**src/rtl/txr_pkg.sv**
```systemverilog
package txr_pkg;
  localparam int unsigned WORD_W   = 32;
  localparam int unsigned LEN_W    = 11;
  localparam int unsigned B_OWNED  = 31;
  localparam int unsigned B_WRAP   = 30;
  localparam int unsigned B_NOCRC  = 16;
  localparam int unsigned B_LAST   = 15;

  typedef enum logic [1:0] {
    TXC_OK    = 2'd0,
    TXC_COLL  = 2'd1,
    TXC_RETRY = 2'd2,
    TXC_UNDER = 2'd3
  } txc_e;

  typedef enum logic [2:0] {
    ST_IDLE,
    ST_RD_CTL,
    ST_RD_ADR,
    ST_ISSUE,
    ST_WAIT,
    ST_WBACK
  } seq_e;

  typedef struct packed {
    logic retry;
    logic underrun;
    logic exhaust;
  } txst_t;
endpackage

```
**src/rtl/txr_ring_ptr.sv**
```systemverilog
module txr_ring_ptr #(
  parameter int unsigned DESC_MAX = 1024
) (
  input  logic        clk,
  input  logic        rst_n,
  input  logic        base_ld,
  input  logic [31:0] base_in,
  input  logic        to_base,
  input  logic        adv,
  input  logic        adv_wrap,
  input  logic        mark,
  input  logic        back,
  output logic [31:0] cur_addr,
  output logic [31:0] first_addr
);
  localparam int unsigned IDX_W = (DESC_MAX > 1) ? $clog2(DESC_MAX) : 1;
  localparam logic [IDX_W-1:0] IDX_LAST = IDX_W'(DESC_MAX - 1);

  logic [31:0]      base_q, base_d;
  logic [IDX_W-1:0] idx_q, idx_d;
  logic [IDX_W-1:0] first_q, first_d;
  logic             roll;

  assign roll = adv_wrap || (idx_q == IDX_LAST);

  always_comb begin
    base_d  = base_q;
    idx_d   = idx_q;
    first_d = first_q;
    if (base_ld) begin
      base_d  = base_in;
      idx_d   = '0;
      first_d = '0;
    end else if (to_base) begin
      idx_d   = '0;
      first_d = '0;
    end else begin
      if (back) begin
        idx_d = first_q;
      end else if (adv) begin
        idx_d = roll ? '0 : idx_q + 1'b1;
      end
      if (mark) begin
        first_d = idx_q;
      end
    end
  end

  always_ff @(posedge clk or negedge rst_n) begin
    if (!rst_n) begin
      base_q  <= '0;
      idx_q   <= '0;
      first_q <= '0;
    end else begin
      base_q  <= base_d;
      idx_q   <= idx_d;
      first_q <= first_d;
    end
  end

  assign cur_addr   = base_q + {{(29-IDX_W){1'b0}}, idx_q, 3'b000};
  assign first_addr = base_q + {{(29-IDX_W){1'b0}}, first_q, 3'b000};

  AST_ROLL_TO_BASE: assert property (@(posedge clk) disable iff (!rst_n)
    (adv && !back && !base_ld && !to_base && idx_q == IDX_LAST) |=> (cur_addr == base_q));
  AST_REPLAY_FIRST: assert property (@(posedge clk) disable iff (!rst_n)
    (back && !base_ld && !to_base) |=> (cur_addr == $past(first_addr)));
endmodule

```
**src/rtl/txr_go_ctrl.sv**
```systemverilog
module txr_go_ctrl (
  input  logic clk,
  input  logic rst_n,
  input  logic en,
  input  logic start_p,
  input  logic halt_p,
  input  logic base_wr,
  input  logic stop_keep,
  input  logic stop_err,
  input  logic seq_idle,
  output logic go,
  output logic halt_pend
);
  logic go_q, go_d;
  logic halt_q, halt_d;
  logic halt_take;
  logic kill;

  assign halt_take = halt_q && go_q && seq_idle;
  assign kill      = !en || base_wr || stop_keep || stop_err || halt_take;

  always_comb begin
    go_d = go_q;
    if (kill) begin
      go_d = 1'b0;
    end else if (start_p) begin
      go_d = 1'b1;
    end
    halt_d = (halt_q || halt_p) && go_d;
  end

  always_ff @(posedge clk or negedge rst_n) begin
    if (!rst_n) begin
      go_q   <= 1'b0;
      halt_q <= 1'b0;
    end else begin
      go_q   <= go_d;
      halt_q <= halt_d;
    end
  end

  assign go        = go_q;
  assign halt_pend = halt_q;

  AST_DISABLE_STOPS: assert property (@(posedge clk) disable iff (!rst_n)
    !en |=> !go);
  AST_HALT_BOUNDARY: assert property (@(posedge clk) disable iff (!rst_n)
    (go && en && !base_wr && !stop_keep && !stop_err && !seq_idle) |=> go);
endmodule

```
**src/rtl/txr_seq.sv**
```systemverilog
module txr_seq
  import txr_pkg::*;
#(
  parameter int unsigned MAX_BUFS = 128
) (
  input  logic        clk,
  input  logic        rst_n,
  input  logic        abort,
  input  logic        go,
  input  logic        halt_pend,
  input  logic [31:0] cur_addr,
  input  logic [31:0] first_addr,
  output logic        mem_req,
  output logic        mem_we,
  output logic [31:0] mem_addr,
  output logic [31:0] mem_wdata,
  input  logic        mem_ack,
  input  logic [31:0] mem_rdata,
  output logic        cmd_valid,
  input  logic        cmd_ready,
  output logic [31:0] cmd_addr,
  output logic [10:0] cmd_len,
  output logic        cmd_last,
  output logic        cmd_nocrc,
  output logic        fcs_bad,
  input  logic        done_valid,
  input  logic [1:0]  done_code,
  output logic        ptr_adv,
  output logic        ptr_wrap,
  output logic        ptr_mark,
  output logic        ptr_back,
  output logic        stop_keep,
  output logic        stop_err,
  output logic        seq_idle
);
  localparam int unsigned BC_W = $clog2(MAX_BUFS + 1);
  localparam logic [BC_W-1:0] BC_LIMIT = BC_W'(MAX_BUFS);
  localparam txst_t ST_NONE  = '{retry: 1'b0, underrun: 1'b0, exhaust: 1'b0};
  localparam txst_t ST_MID   = '{retry: 1'b0, underrun: 1'b1, exhaust: 1'b1};
  localparam txst_t ST_RETRY = '{retry: 1'b1, underrun: 1'b0, exhaust: 1'b0};
  localparam txst_t ST_UNDER = '{retry: 1'b0, underrun: 1'b1, exhaust: 1'b0};

  seq_e             state_q, state_d;
  logic [LEN_W-1:0] len_q, len_d;
  logic             last_q, last_d;
  logic             nocrc_q, nocrc_d;
  logic             wrap_q, wrap_d;
  logic [31:0]      baddr_q, baddr_d;
  logic [27:0]      fctl_q, fctl_d;
  logic [BC_W-1:0]  bcnt_q, bcnt_d, bcnt_inc;
  txst_t            st_q, st_d;
  logic             err_q, err_d;
  logic             fcs_q, fcs_d;
  logic             unused_bits;

  assign bcnt_inc    = bcnt_q + 1'b1;
  assign unused_bits = ^{mem_rdata[29:27]};

  always_comb begin
    state_d   = state_q;
    len_d     = len_q;
    last_d    = last_q;
    nocrc_d   = nocrc_q;
    wrap_d    = wrap_q;
    baddr_d   = baddr_q;
    fctl_d    = fctl_q;
    bcnt_d    = bcnt_q;
    st_d      = st_q;
    err_d     = err_q;
    fcs_d     = 1'b0;
    mem_req   = 1'b0;
    mem_we    = 1'b0;
    mem_addr  = cur_addr + 32'd4;
    mem_wdata = {1'b1, fctl_q[27], st_q, fctl_q[26:0]};
    cmd_valid = 1'b0;
    ptr_adv   = 1'b0;
    ptr_wrap  = 1'b0;
    ptr_mark  = 1'b0;
    ptr_back  = 1'b0;
    stop_keep = 1'b0;
    stop_err  = 1'b0;
    unique case (state_q)
      ST_IDLE: begin
        if (go && !halt_pend) begin
          state_d = ST_RD_CTL;
        end
      end
      ST_RD_CTL: begin
        mem_req = 1'b1;
        if (mem_ack) begin
          if (mem_rdata[B_OWNED]) begin
            if (bcnt_q == '0) begin
              stop_keep = 1'b1;
              state_d   = ST_IDLE;
            end else begin
              st_d    = ST_MID;
              err_d   = 1'b1;
              fcs_d   = 1'b1;
              state_d = ST_WBACK;
            end
          end else begin
            len_d   = mem_rdata[LEN_W-1:0];
            last_d  = mem_rdata[B_LAST];
            nocrc_d = mem_rdata[B_NOCRC];
            wrap_d  = mem_rdata[B_WRAP];
            if (bcnt_q == '0) begin
              fctl_d   = {mem_rdata[B_WRAP], mem_rdata[26:0]};
              ptr_mark = 1'b1;
            end
            state_d = ST_RD_ADR;
          end
        end
      end
      ST_RD_ADR: begin
        mem_req  = 1'b1;
        mem_addr = cur_addr;
        if (mem_ack) begin
          baddr_d = mem_rdata;
          state_d = ST_ISSUE;
        end
      end
      ST_ISSUE: begin
        cmd_valid = 1'b1;
        if (cmd_ready) begin
          ptr_adv  = 1'b1;
          ptr_wrap = wrap_q;
          bcnt_d   = bcnt_inc;
          if (last_q) begin
            state_d = ST_WAIT;
          end else if (bcnt_inc == BC_LIMIT) begin
            st_d    = ST_MID;
            err_d   = 1'b1;
            fcs_d   = 1'b1;
            state_d = ST_WBACK;
          end else begin
            state_d = ST_RD_CTL;
          end
        end
      end
      ST_WAIT: begin
        if (done_valid) begin
          unique case (done_code)
            TXC_OK: begin
              st_d    = ST_NONE;
              err_d   = 1'b0;
              state_d = ST_WBACK;
            end
            TXC_COLL: begin
              ptr_back = 1'b1;
              bcnt_d   = '0;
              state_d  = ST_RD_CTL;
            end
            TXC_RETRY: begin
              st_d    = ST_RETRY;
              err_d   = 1'b1;
              state_d = ST_WBACK;
            end
            default: begin
              st_d    = ST_UNDER;
              err_d   = 1'b1;
              state_d = ST_WBACK;
            end
          endcase
        end
      end
      ST_WBACK: begin
        mem_req  = 1'b1;
        mem_we   = 1'b1;
        mem_addr = first_addr + 32'd4;
        if (mem_ack) begin
          bcnt_d   = '0;
          stop_err = err_q;
          err_d    = 1'b0;
          state_d  = ST_IDLE;
        end
      end
      default: state_d = ST_IDLE;
    endcase
    if (abort) begin
      state_d = ST_IDLE;
      bcnt_d  = '0;
      err_d   = 1'b0;
      fcs_d   = 1'b0;
    end
  end

  always_ff @(posedge clk or negedge rst_n) begin
    if (!rst_n) begin
      state_q <= ST_IDLE;
      len_q   <= '0;
      last_q  <= 1'b0;
      nocrc_q <= 1'b0;
      wrap_q  <= 1'b0;
      baddr_q <= '0;
      fctl_q  <= '0;
      bcnt_q  <= '0;
      st_q    <= ST_NONE;
      err_q   <= 1'b0;
      fcs_q   <= 1'b0;
    end else begin
      state_q <= state_d;
      len_q   <= len_d;
      last_q  <= last_d;
      nocrc_q <= nocrc_d;
      wrap_q  <= wrap_d;
      baddr_q <= baddr_d;
      fctl_q  <= fctl_d;
      bcnt_q  <= bcnt_d;
      st_q    <= st_d;
      err_q   <= err_d;
      fcs_q   <= fcs_d;
    end
  end

  assign cmd_addr  = baddr_q;
  assign cmd_len   = len_q;
  assign cmd_last  = last_q;
  assign cmd_nocrc = nocrc_q;
  assign fcs_bad   = fcs_q;
  assign seq_idle  = (state_q == ST_IDLE);

  AST_CMD_HOLD: assert property (@(posedge clk) disable iff (!rst_n)
    (cmd_valid && !cmd_ready && !abort) |=>
      (cmd_valid && $stable(cmd_addr) && $stable(cmd_len) && $stable(cmd_last) && $stable(cmd_nocrc)));
  AST_FCS_ONE_CYCLE: assert property (@(posedge clk) disable iff (!rst_n)
    fcs_bad |=> !fcs_bad);
  AST_WB_OWNED: assert property (@(posedge clk) disable iff (!rst_n)
    (mem_req && mem_we) |-> mem_wdata[B_OWNED]);
  AST_BUF_LIMIT: assert property (@(posedge clk) disable iff (!rst_n)
    bcnt_q <= BC_LIMIT);
  AST_CTL_BEFORE_ADR: assert property (@(posedge clk) disable iff (!rst_n)
    (state_q == ST_RD_ADR) |-> ($past(state_q) == ST_RD_CTL || $past(state_q) == ST_RD_ADR));
endmodule

```
**src/rtl/txdesc_ring_engine.sv**
```systemverilog
module txdesc_ring_engine #(
  parameter int unsigned DESC_MAX = 1024,
  parameter int unsigned MAX_BUFS = 128
) (
  input  logic        clk,
  input  logic        rst_n,
  input  logic        tx_enable,
  input  logic        tx_start,
  input  logic        tx_halt,
  input  logic        qbase_wr,
  input  logic [31:0] qbase_addr,
  output logic        dm_req,
  output logic        dm_we,
  output logic [31:0] dm_addr,
  output logic [31:0] dm_wdata,
  input  logic        dm_ack,
  input  logic [31:0] dm_rdata,
  output logic        bc_valid,
  input  logic        bc_ready,
  output logic [31:0] bc_addr,
  output logic [10:0] bc_len,
  output logic        bc_last,
  output logic        bc_nocrc,
  output logic        bc_fcs_bad,
  input  logic        fc_valid,
  input  logic [1:0]  fc_code,
  output logic        tx_go
);
  logic [31:0] cur_addr, first_addr;
  logic        ptr_adv, ptr_wrap, ptr_mark, ptr_back;
  logic        stop_keep, stop_err, seq_idle;
  logic        halt_pend;
  logic        abort;

  assign abort = !tx_enable || qbase_wr;

  txr_ring_ptr #(.DESC_MAX(DESC_MAX)) u_ptr (
    .clk        (clk),
    .rst_n      (rst_n),
    .base_ld    (qbase_wr),
    .base_in    (qbase_addr),
    .to_base    (!tx_enable || stop_err),
    .adv        (ptr_adv),
    .adv_wrap   (ptr_wrap),
    .mark       (ptr_mark),
    .back       (ptr_back),
    .cur_addr   (cur_addr),
    .first_addr (first_addr)
  );

  txr_go_ctrl u_go (
    .clk       (clk),
    .rst_n     (rst_n),
    .en        (tx_enable),
    .start_p   (tx_start),
    .halt_p    (tx_halt),
    .base_wr   (qbase_wr),
    .stop_keep (stop_keep),
    .stop_err  (stop_err),
    .seq_idle  (seq_idle),
    .go        (tx_go),
    .halt_pend (halt_pend)
  );

  txr_seq #(.MAX_BUFS(MAX_BUFS)) u_seq (
    .clk        (clk),
    .rst_n      (rst_n),
    .abort      (abort),
    .go         (tx_go),
    .halt_pend  (halt_pend),
    .cur_addr   (cur_addr),
    .first_addr (first_addr),
    .mem_req    (dm_req),
    .mem_we     (dm_we),
    .mem_addr   (dm_addr),
    .mem_wdata  (dm_wdata),
    .mem_ack    (dm_ack),
    .mem_rdata  (dm_rdata),
    .cmd_valid  (bc_valid),
    .cmd_ready  (bc_ready),
    .cmd_addr   (bc_addr),
    .cmd_len    (bc_len),
    .cmd_last   (bc_last),
    .cmd_nocrc  (bc_nocrc),
    .fcs_bad    (bc_fcs_bad),
    .done_valid (fc_valid),
    .done_code  (fc_code),
    .ptr_adv    (ptr_adv),
    .ptr_wrap   (ptr_wrap),
    .ptr_mark   (ptr_mark),
    .ptr_back   (ptr_back),
    .stop_keep  (stop_keep),
    .stop_err   (stop_err),
    .seq_idle   (seq_idle)
  );

  AST_STOPPED_QUIET: assert property (@(posedge clk) disable iff (!rst_n)
    !tx_go |-> (!bc_valid && !dm_req));
  AST_STOP_KEEP_NO_WRITE: assert property (@(posedge clk) disable iff (!rst_n)
    stop_keep |-> !dm_we);
endmodule

```
**config.mk**
```make
export PLATFORM = sky130hd
export DESIGN_NAME = txdesc_ring_engine
export DESIGN_NICKNAME = d
export VERILOG_FILES = /design/src/rtl/txr_pkg.sv /design/src/rtl/txr_ring_ptr.sv /design/src/rtl/txr_go_ctrl.sv /design/src/rtl/txr_seq.sv /design/src/rtl/txdesc_ring_engine.sv
export SDC_FILE = /design/constraint.sdc
export NUM_CORES = 1
export LEC_CHECK = 0
export ABC_AREA = 0
export BUFFER_PORTS_ARGS = -buffer_cell sky130_fd_sc_hd__buf_4
export CAP_MARGIN = 40
export CELL_PAD_IN_SITES_DETAIL_PLACEMENT = 0
export CELL_PAD_IN_SITES_GLOBAL_PLACEMENT = 1
export CORE_ASPECT_RATIO = 0.7
export CORE_MARGIN = 10
export CORE_UTILIZATION = 42
export DETAILED_ROUTE_END_ITERATION = 10
export GPL_TIMING_DRIVEN = 1
export HOLD_SLACK_MARGIN = 0.03
export PLACE_DENSITY = 0.79
export SLEW_MARGIN = 10
export SYNTH_ARGS = -nofsm -noshare
export SYNTH_HDL_FRONTEND = slang
export SYNTH_SLANG_ARGS = --single-unit
```
**constraint.sdc**
```tcl
create_clock -name clk -period 5.04 [get_ports clk]
set_clock_uncertainty 0.2 [all_clocks]
set_input_delay 1.008 -clock clk [delete_from_list [all_inputs] [get_ports clk]]
set_output_delay 1.008 -clock clk [all_outputs]
set_load 0.03 [all_outputs]
```
==> flow_summary.toml, run 1 <==
[place]
gp_congestion = 0.958
placed_area_sq_um = 11000
dp_hpwl_microns = 22600
portBuffers = 187

[cells_and_area]
diodes = 0
stdcell_area_sq_um = 12300
utilization_pct = 56.9
drive_above_1_share_pct = 34.6
fillCellCount = 1953
nets = 1344
multi_input_area_sq_um = 5640
syn_to_final_growth_pct = 34.1
seq_area_sq_um = 3610

[power_and_ir_drop]
cellLeakagePower_nw = 5.56
peakVddDrop_uv = 236
power_density_nw_per_um2 = 328

[worst_setup_path]
reg2reg_slack_ns = 1.59
worst_setup_path_end_kind = "output port"
r2r-start = "u_seq.bcnt_q[0]"
required_ns = 3.83
slowest_stage = "or4_4"
worstReg2RegEnd = "u_seq.err_q"
crit_chain = "ha_2 > inv_2 > fa_2 > nor2b_4 > o2111ai_4 > a31oi_4 > or3b_4 > a2111oi_4 > buf_4 > o2111ai_4 > or4_4 > a21oi_2 > a221o_1 > buf_6"
worst_setup_path_start_kind = "flip-flop"
rr_worst_depth = 10
cp-startpoint = "u_ptr.idx_q[0]"
cp-endpoint = "dm_addr[20]"
crit_arrival_ns = 3.95
crit_fanout = 6
critPathMaxStageDelay_ns = 0.58
crit_path_frequent_cell = "o2111ai_4"
path_class = "flip-flop to output port"

[timing]
rsz0062_at_grt = "true"
worstMarginPinSlew_ns = 0.829
final_max_slew_viol_count = 0
fmax_mhz = 194
timing.final.ws_setup_ns = -0.119
hold_viol = 0
holdWs_ns = 0.275
setup_viol = 9
slew_headroom_pct = 44.7
setup_tns_ns = -0.444
post-route-period-util_pct = 102
fin_crit_ns = 5.16

[floorplan]
fp.coreArea_sq_um = 21600
start_util_pct = 42.4
fp.dieW_microns = 196
placementRows = 45
dieArea_sq_um = 28200
fp.dieH_microns = 143
num_io_pins = 189

[cts]
clk_latency_ns = 0.43
cts_made_buffers = 17
htree_levels = 4
clk_pin_slew_ns = 0.06
ctsLongestPathBuffers = 2
clock-root-buffer = "clkbuf_16"
cts_tree = "yes"
clkSinkCount = 144

[logic_synthesis]
synth_top_area_cell = "dfrtp_1"
synth_most_common_cell = "nand2_1"
synth_fp_nets = 1133
yosys-top-cells-count = "nand2_1 (172), dfrtp_1 (144), nor2_1 (84)"
synth_cells = 1031
ys_ff_latch = 144
async_flop_share_pct = 100
synthTopCellsByArea = "dfrtp_1 (39%), mux2_2 (9.1%), nand2_1 (7.1%)"
synth_ff_type = "dfrtp_1"
ys_seq_area_share_pct = 39.4
synth-edff-count = 0
yosysWarnings = 0
syn-cell-area_sq_um = 9140
postSynthAreaPerCell_sq_um = 8.87
synth_top_cell_area_share_pct = 39.4
ys_types = 77

[global_routing]
overflow = 0
grt_first_pass_wirelength_microns = 47400
grt_usage_pct = 21.2
grt_max_degree = 83
grt_antenna_before_repair = 0
grt_pass1_vias = 8130

[drt]
drtIter0Drc = 778
via_per_inst = 5.62
vias = 8622
drc = 0
drt-total-wl_microns = 30700
wl_per_cell_microns = 20.0
drt-pass1-iter-count = 5
ant_nets = 0

[min_path]
hp-class = "flip-flop to flip-flop"

[job]
drv_cap = 0

[outcome]
outcome = "finished with violations"
failed_checks = "setup timing"
-- area by class of cell --
cell class                 instances  share of cell area, %
multi-input combinational        798                   46.0
sequential                       144                   29.4
timing repair buffer             253                   16.2
clock buffer                      17                   3.47
tap                              282                   2.88
clock inverter                    13                   1.13
inverter                          28                  0.857
-- cells in the final DEF (no fill, tap or decap), types with 6 or more instances in the layout --
master	instances
buf_4	230
nand2_1	171
dfrtp_1	141
nor2_1	80
mux2_2	74
o21ai_0	57
a21oi_1	43
xnor2_1	28
inv_1	27
nand3_1	21
xor2_1	21
buf_6	20
nor3_1	19
ha_1	18
clkbuf_16	17
o21ai_1	14
and3_1	13
nand4_1	12
a22oi_1	11
o31ai_1	8
nand2b_1	8
o21a_1	8
mux2i_1	8
nor3b_1	7
a21oi_2	6
o211ai_1	6
ha_4	6
-- per-stage QoR --
step,setup slack (ns),std cells,power (mW)
6_report,-0.119,1535,4.02
5_1_grt,-0.280,1535,4.22
4_1_cts,-0.0247,1523,4.04
3_5_place_dp,0.0313,1480,2.75
3_3_place_gp,0.118,1478,2.73
2_1_floorplan,0.0901,1031,2.21
-- flip-flops by register name (all words and copies together), names as in the netlist --
register	cells
u_go.go	1
u_seq.wrap_q	1
u_seq.cmd_last	1
u_ptr.first_q	10
u_seq.cmd_nocrc	1
u_go.halt_pend	1
u_seq.err_q	1
u_seq.state_q	3
u_seq.cmd_addr	32
u_seq.fctl_q	28
u_ptr.idx_q	10
u_seq.cmd_len	11
u_seq.mem_wdata	3
u_ptr.base_q	32
u_seq.bcnt_q	8
u_seq.fcs_bad	1
-- what timing repair did --
| item | 4_1_cts | 5_1_grt |
|---|---|---|
| resized for setup | 50 | 51 |
| endpoints found under the setup margin | 16 | 19 |
| pin swaps | 17 | 26 |
| hold buffers | 0 | 0 |
| setup buffers | 14 | 13 |
-- kinds of logic after synthesis --
group	Yosys count	share of synthesized area (%)
muxes	83	10.1
other	1	0.0410
xor gates and xnor gates	52	4.98
buffers and inverters	89	3.85
AOI/OAI and AO/OA	238	17.5
DFF	144	39.4
and+or+nand+nor	397	20.3
adders and majority gates	27	3.86
-- layer usage --
layer | up-vias | share of wire, % | global-route usage, %
met5 | - | 0 | 0
met4 | 0 | 0.52 | 3.08
met3 | 11 | 8.0 | 6.35
met2 | 315 | 43 | 29.8
met1 | 4195 | 48 | 31.5
li1 | 4101 | - | -
-- critical path: cells and delay by family (launching register included) --
kind | cells | cell delay, ns
compound gates | 6 | 1.25
fa+ha+maj | 2 | 0.45
buf+inv | 3 | 0.38
flops | 1 | 0.38
simple gates | 3 | 1.07
-- worst min-delay path by stage --
stage | startpoint | to | slack, ns | cells after the start
floorplan | u_ptr.base_q[0] | u_ptr.base_q[0] | 0.28 | 1
finish | u_seq.fctl_q[13] | u_seq.fctl_q[13] | 0.28 | 2
global route | u_seq.fctl_q[16] | u_seq.fctl_q[16] | 0.29 | 2
detailed placement | u_seq.fctl_q[9] | u_seq.fctl_q[9] | 0.26 | 2
CTS | u_seq.fctl_q[9] | u_seq.fctl_q[9] | 0.28 | 2
global placement | u_seq.fctl_q[11] | u_seq.fctl_q[11] | 0.26 | 2
-- report_power, final --
part	switching (mW)	leakage (nW)	internal, mW
Sequential	0.133	1.85	1.34
Combinational	0.782	3.44	0.511
Clock	0.525	0.276	0.725
(Power assumes the default switching activity.)
==> run 2: changes to the inputs <==
REMOVE_ABC_BUFFERS = 1   (was not set)
==> run 2 against run 1 <==
The flow still finishes with violations (setup timing). First-iteration DRC count down 12%. Worst hold slack worse by 0.12 ns. Clock-buffer cell count up 2. Worst setup slack better by 0.064 ns. Non-clock buffer count is 18 higher. Via count grew 1.1%. Combinational power about the same. Global-route usage increased by 0.071 points. Sequential cell count unchanged. Fmax rose by 1.3%. Largest cell class unchanged. Highest routed layer unchanged.
==> flow_summary.toml, run 2 (same netlist as run 1, synthesis figures left out) <==
[timing]
slew_headroom_pct = 44.2
setup_tns_ns = -0.193
fin_crit_ns = 5.09
hold_viol = 0
setup_viol = 5
worstMarginPinSlew_ns = 0.835
final_max_slew_viol_count = 0
timing.final.ws_setup_ns = -0.0545
post-route-period-util_pct = 101
fmax_mhz = 196
holdWs_ns = 0.152
rsz0062_at_grt = "true"

[cts]
ctsLongestPathBuffers = 2
cts_tree = "yes"
clkSinkCount = 144
holdBufCountCts = 0
clock-root-buffer = "clkbuf_16"
clk_pin_slew_ns = 0.06
cts_made_buffers = 17
clk_latency_ns = 0.43
htree_levels = 4

[worst_setup_path]
crit_arrival_ns = 3.89
path_class = "flip-flop to output port"
worst_setup_path_start_kind = "flip-flop"
required_ns = 3.83
worst_setup_path_end_kind = "output port"
crit_fanout = 4

[drt]
ant_nets = 0
drt-total-wl_microns = 30300
drtIter0Drc = 682
via_per_inst = 5.60
wl_per_cell_microns = 19.5
vias = 8713
drc = 0
drt-pass1-iter-count = 6

[outcome]
failed_checks = "setup timing"
outcome = "finished with violations"

[place]
preCtsSetupSlack_ns = -0.0113
dp_hpwl_microns = 22200
gp_congestion = 0.954
portBuffers = 187

[global_routing]
grt_pass1_vias = 8438
overflow = 0
grt_first_pass_wirelength_microns = 47900
grt_usage_pct = 21.3
grt_max_degree = 87
grt_antenna_before_repair = 0

[floorplan]
dieArea_sq_um = 28200
fp.coreArea_sq_um = 21600
placementRows = 45
fp.dieW_microns = 196
start_util_pct = 42.4
num_io_pins = 189
fp.dieH_microns = 143

[cells_and_area]
mostFrequentLayoutCells = "buf_4 (253), nand2_1 (171), dfrtp_1 (142)"
final_common_cell = "buf_4"
diodes = 0
drive_above_1_share_pct = 35.3
nets = 1362
syn_to_final_growth_pct = 35.7

[min_path]
hp-class = "input port to async pin"

[power_and_ir_drop]
peakVddDrop_uv = 252
power_density_nw_per_um2 = 333
cellLeakagePower_nw = 5.65

[job]
drv_cap = 0
==> run 2: cell types whose count changed in the layout (fill, tap and decap cells not counted), sizes merged <==
| cell | delta |
|---|---|
| buf | +18 |
| clkinv | -3 |
| clkbuf | +2 |
| inv | +2 |
| bufinv | +1 |
==> run 2: cell type report <==
class                      instances  area, sq um
tap                              282          353
multi-input combinational        798         5590
fill                            1993         9160
inverter                          28          105
sequential                       144         3610
clock buffer                      19          453
clock inverter                    13          176
timing repair buffer             271         2120
==> run 2: per-layer routing <==
layer	wire length, microns	vias up	global-route usage, %
li1	-	4146	-
met3	2520	24	5.66
met2	13000	280	30.0
met1	14400	4263	31.1
met4	372	0	5.61
met5	0	-	0
==> run 2: timing repair <==
item	in CTS	in global routing
resized for setup	58	31
setup buffers	19	7
setup endpoints to repair	17	20
gates cloned	0	0
pin swaps	23	27
==> run 2: path summary, 6_finish.rpt <==
path / cells after the start / end / from / slack, ns
setup / recovery: 14 / dm_addr[31] / u_ptr.base_q[3] / -0.05
hold / removal: 1 / u_seq.cmd_len[4] / rst_n / 0.15
setup reg to reg: 7 / u_ptr.first_q[6] / u_seq.state_q[1] / 1.80
hold reg to reg: 2 / u_seq.fctl_q[27] / u_seq.fctl_q[27] / 0.27
max in group asynchronous: 3 / u_ptr.first_q[5] / rst_n / 3.42
min in group clk: 2 / u_seq.fctl_q[27] / u_seq.fctl_q[27] / 0.27
==> run 2: report_power, final <==
part           internal, mW  switching, mW  total, mW
registers              1.34          0.131       1.47
clock network         0.817          0.540       1.36
logic                 0.521          0.784       1.31
==> run 2: per-stage QoR <==
| step | utilization, % | area (sq um) | std cells | power, mW |
|---|---|---|---|---|
| floorplan | - | 8900 | 970 | 2.20 |
| global placement | 51.5 | 11100 | 1498 | 2.74 |
| detailed placement | 51.6 | 11100 | 1499 | 2.76 |
| CTS | 56.7 | 12200 | 1549 | 4.16 |
| global route | 57.5 | 12400 | 1555 | 4.32 |
| finish | 57.5 | 12400 | 1555 | 4.14 |
==> run 2: worst max-delay path: stages (launching register included) <==
cell and delay (ns):
dfrtp_1 0.38, ha_2 0.20, inv_2 0.06, fa_2 0.24, nor2b_4 0.06, o2111ai_4 0.31
a31oi_4 0.16, or3b_4 0.42, a2111oi_4 0.28, buf_4 0.20, o211ai_1 0.18, nor4_2 0.36
mux2i_1 0.12, a221o_1 0.31, buf_6 0.16
==> run 3: changes to the inputs <==
--- a/config.mk
+++ b/config.mk
@@ -19,5 +19,4 @@
 export PLACE_DENSITY = 0.79
 export REMOVE_ABC_BUFFERS = 1
-export SLEW_MARGIN = 10
 export SYNTH_ARGS = -nofsm -noshare
 export SYNTH_HDL_FRONTEND = slang
==> constraint.sdc (replaced) <==
create_clock -name clk -period 5.04 [get_ports clk]
set_clock_uncertainty 0.2 [all_clocks]
set_input_delay 0.252 -clock clk [delete_from_list [all_inputs] [get_ports clk]]
set_output_delay 0.252 -clock clk [all_outputs]
set_load 0.03 [all_outputs]
==> run 3 against run 2 <==
Critical path depth shrank 2. First-iteration DRC count grew 8.2%. Clock power is essentially flat. Utilization shrank 1.1 points. Fmax grew 5.9%. Highest routed layer unchanged. Combinational power is essentially flat. Register-to-register slack is essentially flat. Cell count grew 0.13%. Wire length shrank 2.0%. Sequential share of layout area grew 0.53 points. Critical endpoint unchanged. The run now ends clean.
==> flow_summary.toml, run 3 (same netlist as run 1, synthesis figures left out) <==
[outcome]
outcome = "finished clean"

[worst_setup_path]
required_ns = 4.59
crit_arrival_ns = 4.36
reg2reg_slack_ns = 1.80
rr_worst_depth = 7
crit_fanout = 10
path_class = "flip-flop to output port"
worst_setup_path_start_kind = "flip-flop"
worst_setup_path_end_kind = "output port"

[timing]
worstMarginPinSlew_ns = 0.884
hold_viol = 0
fmax_mhz = 208
fin_crit_ns = 4.81
slew_headroom_pct = 40.5
final_max_slew_viol_count = 0
setup_viol = 0
post-route-period-util_pct = 95.4

[place]
dp_hpwl_microns = 21600
gp_congestion = 0.939
dp_cells = 1452
portBuffers = 187

[cells_and_area]
multi_input_area_sq_um = 5250
seq_area_sq_um = 3600
nets = 1364
syn_to_final_growth_pct = 33.1
fillCellCount = 1945
mostFrequentLayoutCells = "buf_4 (199), nand2_1 (172), dfrtp_1 (144)"
instances_no_fill = 1557
final_common_cell = "buf_4"
diodes = 0
drive_above_1_share_pct = 26.1

[cts]
cts_tree = "yes"
ctsLongestPathBuffers = 2
clk_latency_ns = 0.42
clkSinkCount = 144
clock-root-buffer = "clkbuf_16"
cts_made_buffers = 17
clk_pin_slew_ns = 0.06
htree_levels = 4

[power_and_ir_drop]
peakVddDrop_uv = 265
finalPower_mw = 4.08
power_density_nw_per_um2 = 335
cellLeakagePower_nw = 5.49

[min_path]
hp-class = "input port to async pin"

[drt]
drt-pass1-iter-count = 5
vias = 8639
drc = 0
drtIter0Drc = 738
ant_nets = 0
wl_per_cell_microns = 19.1
drt-total-wl_microns = 29700
via_per_inst = 5.55

[job]
drv_cap = 0

[floorplan]
fp.dieH_microns = 143
fp.coreArea_sq_um = 21600
dieArea_sq_um = 28200
fp.dieW_microns = 196
placementRows = 45
start_util_pct = 42.4
num_io_pins = 189

[global_routing]
overflow = 0
grt_pass1_vias = 8177
grt_first_pass_wirelength_microns = 46800
grt_antenna_before_repair = 0
grt_max_degree = 84
grt_usage_pct = 20.8
==> run 3: through the flow <==
stage	setup TNS [ns]	utilization, %	worst slack [ns]	cell area [sq um]	hold slack, ns
finish	0	56.5	0.231	12200	0.0500
global route	-0.00574	56.5	-0.00574	12200	0.0555
CTS	0	56.2	0.0441	12100	0.0401
detailed placement	0	50.0	0.522	10800	-0.0704
global placement	0	49.8	0.327	10700	0.253
floorplan	0	-	0.691	8900	-0.244
==> run 3: final cells by class <==
cell class	count	area share [%]
multi-input combinational	798	43.1
tap	282	2.90
timing repair buffer	273	18.5
clock buffer	20	3.83
clock inverter	12	1.20
sequential	144	29.6
inverter	28	0.863
==> run 3: where the power goes <==
| part | total, mW | switching [mW] | internal (mW) | leakage, nW |
|---|---|---|---|---|
| clock | 1.33 | 0.547 | 0.780 | 0.292 |
| sequential | 1.48 | 0.136 | 1.34 | 1.85 |
| combinational | 1.28 | 0.766 | 0.512 | 3.35 |
==> run 3: worst paths after layout <==
path | from | to
min in group clk | tx_enable | u_seq.state_q[1]
max in group asynchronous | rst_n | u_seq.fctl_q[27]
hold / removal | rst_n | u_seq.bcnt_q[6]
setup reg to reg | u_seq.state_q[1] | u_ptr.first_q[6]
setup / recovery | u_ptr.idx_q[6] | dm_addr[31]
hold reg to reg | u_seq.fctl_q[20] | u_seq.fctl_q[20]
==> run 3: worst max-delay path, stage by stage (launching register included) <==
cell	delay, ns
dfrtp_1	0.43
ha_1	0.44
a211oi_1	0.31
o211ai_1	0.14
a21oi_1	0.37
buf_4	0.25
o22ai_1	0.11
o22ai_1	0.51
o211ai_1	0.33
nor4_2	0.43
mux2i_1	0.12
a221o_1	0.31
buf_4	0.18
==> run 3: layer usage <==
| layer | share of wire (%) | up-vias | global-route usage, % |
|---|---|---|---|
| met2 | 42 | 258 | 29.5 |
| met3 | 6.6 | 15 | 5.33 |
| met4 | 0.83 | 0 | 4.05 |
| met1 | 50 | 4223 | 30.9 |
| li1 | - | 4143 | - |
| met5 | 0 | - | 0 |
==> run 3: repair_timing <==
action | in CTS | in global routing
hold buffers | 72 | 0
endpoints found under the setup margin | 0 | 8
buffers inserted | 0 | 1
hold endpoints to repair | 219 | 0
gates resized for setup | 0 | 6
